## src/rtl/ppa_pkg.sv

```systemverilog
package ppa_pkg;

    // Group signals for a span of positions: generate and alive
    typedef struct packed {
        logic gen;
        logic alive;
    } span_t;

    // Merge an upper span with the adjacent (or overlapping) lower span
    function automatic span_t span_join(span_t upper, span_t lower);
        span_t res;
        res.gen   = upper.gen | (upper.alive & lower.gen);
        res.alive = upper.alive & lower.alive;
        return res;
    endfunction

    // Merge levels needed to cover WIDTH+1 positions
    function automatic int unsigned level_count(int unsigned width);
        return $clog2(width) + 1;
    endfunction

endpackage

```

## src/rtl/ppa_bit_cells.sv

```systemverilog
module ppa_bit_cells
    import ppa_pkg::*;
#(
    parameter int unsigned WIDTH = 8
) (
    input  logic [WIDTH-1:0]  op_x,
    input  logic [WIDTH-1:0]  op_y,
    input  logic              carry_in,
    output span_t [WIDTH:0]   leaf,
    output logic [WIDTH-1:0]  prop
);
    // Index 0 is the carry-in position; index i+1 holds operand bit i
    assign leaf[0] = '{gen: carry_in, alive: carry_in};

    for (genvar i = 0; i < WIDTH; i++) begin : g_cell
        assign leaf[i+1].gen   = op_x[i] & op_y[i];
        assign leaf[i+1].alive = op_x[i] | op_y[i];
        assign prop[i]         = op_x[i] ^ op_y[i];
    end

    always_comb begin
        for (int i = 0; i < WIDTH; i++) begin

            prop_excl_chk: assert (!(prop[i] && leaf[i+1].gen))
                else $error("bit %0d both propagates and generates", i);
        end
    end

endmodule

```

## src/rtl/ppa_prefix_net.sv

```systemverilog
module ppa_prefix_net
    import ppa_pkg::*;
#(
    parameter int unsigned WIDTH = 8
) (
    input  span_t [WIDTH:0]  leaf,
    output logic [WIDTH:0]   carry
);
    localparam int unsigned LEVELS = level_count(WIDTH);
    localparam int unsigned NPOS   = WIDTH + 1;

    span_t [WIDTH:0] stage [LEVELS+1];

    assign stage[0] = leaf;

    // Level lvl+1 merges each position with the one 2^lvl below it
    for (genvar lvl = 0; lvl < LEVELS; lvl++) begin : g_level
        localparam int unsigned DIST = 1 << lvl;
        for (genvar j = 0; j < NPOS; j++) begin : g_pos
            if (j >= DIST) begin : g_merge
                assign stage[lvl+1][j] = span_join(stage[lvl][j], stage[lvl][j-DIST]);
            end else begin : g_pass
                assign stage[lvl+1][j] = stage[lvl][j];
            end
        end
    end

    // Group generate spanning the carry-in position up to index j
    for (genvar j = 0; j < NPOS; j++) begin : g_out
        assign carry[j] = stage[LEVELS][j].gen;
    end

    always_comb begin
        logic run_alive;
        run_alive = 1'b1;
        for (int j = 0; j < NPOS; j++) begin
            run_alive = run_alive & leaf[j].alive;

            span_alive_chk: assert (stage[LEVELS][j].alive == run_alive)
                else $error("final alive wrong at %0d", j);
            if (j > 0) begin
                if (!leaf[j].alive) begin

                    carry_kill_chk: assert (!carry[j])
                        else $error("carry not killed at %0d", j);
                end
                if (leaf[j].gen) begin

                    carry_gen_chk: assert (carry[j])
                        else $error("carry not generated at %0d", j);
                end
            end
        end

        low_carry_chk: assert (carry[1] == (leaf[1].gen | (leaf[1].alive & leaf[0].gen)))
            else $error("carry into bit 1 ignores carry-in");
    end

endmodule

```

## src/rtl/ppa_sum_stage.sv

```systemverilog
module ppa_sum_stage #(
    parameter int unsigned WIDTH = 8
) (
    input  logic [WIDTH-1:0] prop,
    input  logic [WIDTH:0]   carry,
    output logic [WIDTH-1:0] sum,
    output logic             carry_out
);
    for (genvar i = 0; i < WIDTH; i++) begin : g_xor
        assign sum[i] = prop[i] ^ carry[i];
    end
    assign carry_out = carry[WIDTH];

    always_comb begin
        if (&prop) begin

            full_pass_chk: assert (carry_out == carry[0])
                else $error("carry did not cross a full propagate run");
        end
    end

endmodule

```

## src/rtl/ppa_adder.sv

```systemverilog
module ppa_adder
    import ppa_pkg::*;
#(
    parameter int unsigned WIDTH = 8
) (
    input  logic [WIDTH-1:0] op_x,
    input  logic [WIDTH-1:0] op_y,
    input  logic             carry_in,
    output logic [WIDTH-1:0] sum,
    output logic             carry_out
);

    if (WIDTH < 2 || (WIDTH & (WIDTH - 1)) != 0) begin : g_bad_width
        $error("WIDTH must be a power of two and at least 2");
    end

    span_t [WIDTH:0]  leaf;
    logic [WIDTH-1:0] prop;
    logic [WIDTH:0]   carry;

    ppa_bit_cells #(.WIDTH(WIDTH)) u_cells (
        .op_x     (op_x),
        .op_y     (op_y),
        .carry_in (carry_in),
        .leaf     (leaf),
        .prop     (prop)
    );

    ppa_prefix_net #(.WIDTH(WIDTH)) u_net (
        .leaf  (leaf),
        .carry (carry)
    );

    ppa_sum_stage #(.WIDTH(WIDTH)) u_sum (
        .prop      (prop),
        .carry     (carry),
        .sum       (sum),
        .carry_out (carry_out)
    );

    always_comb begin
        logic [WIDTH:0] ref_total;
        ref_total = {1'b0, op_x} + {1'b0, op_y} + {{WIDTH{1'b0}}, carry_in};

        sum_value_chk: assert (sum == ref_total[WIDTH-1:0])
            else $error("sum mismatch");

        carry_out_chk: assert (carry_out == ref_total[WIDTH])
            else $error("carry_out mismatch");
    end

endmodule

```

## config.mk

```make
export PLATFORM = sky130hd
export DESIGN_NAME = ppa_adder
export DESIGN_NICKNAME = d
export VERILOG_FILES = /design/src/rtl/ppa_pkg.sv /design/src/rtl/ppa_bit_cells.sv /design/src/rtl/ppa_prefix_net.sv /design/src/rtl/ppa_sum_stage.sv /design/src/rtl/ppa_adder.sv
export SDC_FILE = /design/constraint.sdc
export NUM_CORES = 1
export LEC_CHECK = 0
export CAP_MARGIN = 20
export CORE_MARGIN = 4
export CORE_UTILIZATION = 35
export DETAILED_ROUTE_END_ITERATION = 8
export PLACE_DENSITY = 0.78
export REMOVE_ABC_BUFFERS = 1
export SYNTH_ARGS = -nofsm -noshare
export SYNTH_HDL_FRONTEND = slang
export SYNTH_HIERARCHICAL = 1
export SYNTH_SLANG_ARGS = --single-unit
```

## constraint.sdc

```tcl
create_clock -name vclk -period 3.05
set_clock_uncertainty 0.1 [all_clocks]
set_input_delay 0.915 -clock vclk [all_inputs]
set_output_delay 0.915 -clock vclk [all_outputs]
set_load 0.05 [all_outputs]
```

==> flow_summary.yaml <==
cells_and_area:
  nClkBuffers: 0
  layout.area.seq_um2: 0
  fin_cells: 123
  areaGrowthSynthToFinish_pct: 115
  nFlopsAndLatches: 0
  multiInputGateArea_um2: 599
  fin_nets: 143
  antenna-diode-count: 0
  layout-drive-gt1-share: 0.648
  fillerInstances: 75
floorplanning:
  die_x_um: 47.0
  row_count: 13
  start_util: 0.390
  fp.coreArea_mm2: 0.00137
  die_height_um: 47.0
  die_area_mm2: 0.00221
  ios: 26
hold_path:
  hold_class: "in -> out"
  hold_path_end: "sum[0]"
  min_path_cells: 4
  min_from: "carry_in"
critical_path:
  critical_path_required_ns: 2.03
  cp_slowest_cell: "a211oi_4"
  worst-path-buf-inv: 4
  crit_path_max_fanout: 3
  critPathCaptureType: "output port"
  critical_path_class: "in -> out"
  crit_path_max_incr_delay_ns: 0.26
  path_cells: "buf_8, inv_4, ha_4, inv_2, a211oi_4, o21bai_4, a2111oi_4, nor2_1, xor2_1, clkbuf_16"
  arrival_ns: 2.44
  cp-start-kind: "primary input"
  critPathTopFamily: "compound AO/OA/AOI/OAI gates"
  path_depth: 10
route:
  vias_per_cell: 5.04
  dr.pass1.iters: 3
  drc: 0
  routed_wl_um: 2040
  drtIter0Drc: 5
  antenna_left: 0
  wire_per_inst_um: 16.6
  vias: 620
synth:
  yosysWarnings: 6
  syn_area_um2: 533
  avgSynthCellArea_um2: 7.51
  synthesis.instances: 71
grt:
  gr-usage-all-layers: 0.168
  grt_pass1_wl_um: 2640
  grt_overflow_total: 0
  grt_max_degree: 5
  grt_pass1_vias: 636
  antenna_found_initial: 0
placement:
  dp_cells: 117
  routabilityCongestion: 0.784
  io_buffers: 26
  dp.final_hpwl_um: 1120
run_status:
  failed_checks: "negative setup slack"
  outcome: "finished, violations left"
power:
  total_leakage_power_nw: 0.569
  p_per_area_mw_per_mm2: 314
  peakVddDrop_v: 0.000225
  finalPower_uw: 360
timing:
  period_minus_slack_ns: 3.46
  max_freq_mhz: 289
  rsz0062_at_grt: "true"
  min_period_over_period: 1.13
  setup_viol: 6
  slew_headroom: 0.781
  finalHoldViolCount: 0
  timing.final.ws_setup_ns: -0.409
  drv_slew: 0
  fin_tns_setup_ns: -2.07
  tightest_slew_ns: 0.329
job:
  cap_violations: 0
cts:
  postCtsHoldBufs: 0
[timing repair]
item                       4_1_cts  5_1_grt
resized for setup               89       11
buffers inserted                 4        2
pin swaps                       19        4
setup endpoints to repair        9        8
[worst max path at each step]
stage,startpoint,end,slack [ns]
after floorplan,op_x[0],carry_out,-0.77
after global placement,op_x[0],sum[7],-0.76
after detailed placement,op_x[0],sum[7],-0.84
after CTS,op_y[0],sum[6],-0.31
after global routing,op_y[0],sum[6],-0.47
final,op_y[0],sum[6],-0.41
[layout make-up]
type	count	area share
well taps	15	0.0164
inverters	24	0.0830
multi-input cells	44	0.523
repair buffers	40	0.378
[worst min-delay path: stages]
cell	delay (ns)
clkbuf_2	0.13
buf_4	0.13
xor2_1	0.09
buf_12	0.15
[where the power goes]
part | internal [mW] | total (mW) | switching [mW]
Combinational | 0.173 | 0.360 | 0.187
Clock | 0 | 0 | 0
Sequential | 0 | 0 | 0
[routing by layer]
| metal | wire, µm | share of wire | vias up | GRT usage |
|---|---|---|---|---|
| li1 | - | - | 287 | - |
| met1 | 592 | 0.29 | 289 | 0.140 |
| met2 | 1220 | 0.60 | 32 | 0.385 |
| met3 | 145 | 0.071 | 12 | 0.0153 |
| met4 | 82 | 0.040 | 0 | 0.0497 |
| met5 | 0 | 0 | - | 0 |
[placed cells by master, fill, tap and decap left out, drive strengths merged, types with 2 or more instances in the layout]
cell type	n
buf	29
clkdlybuf4s15	2
nand2	2
nor2	2
a21o	4
a21oi	4
xor2	8
inv	24
dlygate4sd2	6
clkbuf	3
o31ai	2
ha	16
[through the flow]
stage,hold WS (ns),setup WS [ns],util,cell area (µm²)
after floorplan,2.00,-0.769,-,510
after global placement,2.57,-0.761,0.688,940
after detailed placement,2.59,-0.838,0.688,940
after CTS,2.23,-0.306,0.802,1100
after global routing,2.25,-0.475,0.839,1150
final,2.24,-0.409,0.839,1150
Power figures use the tool's default switching activity.
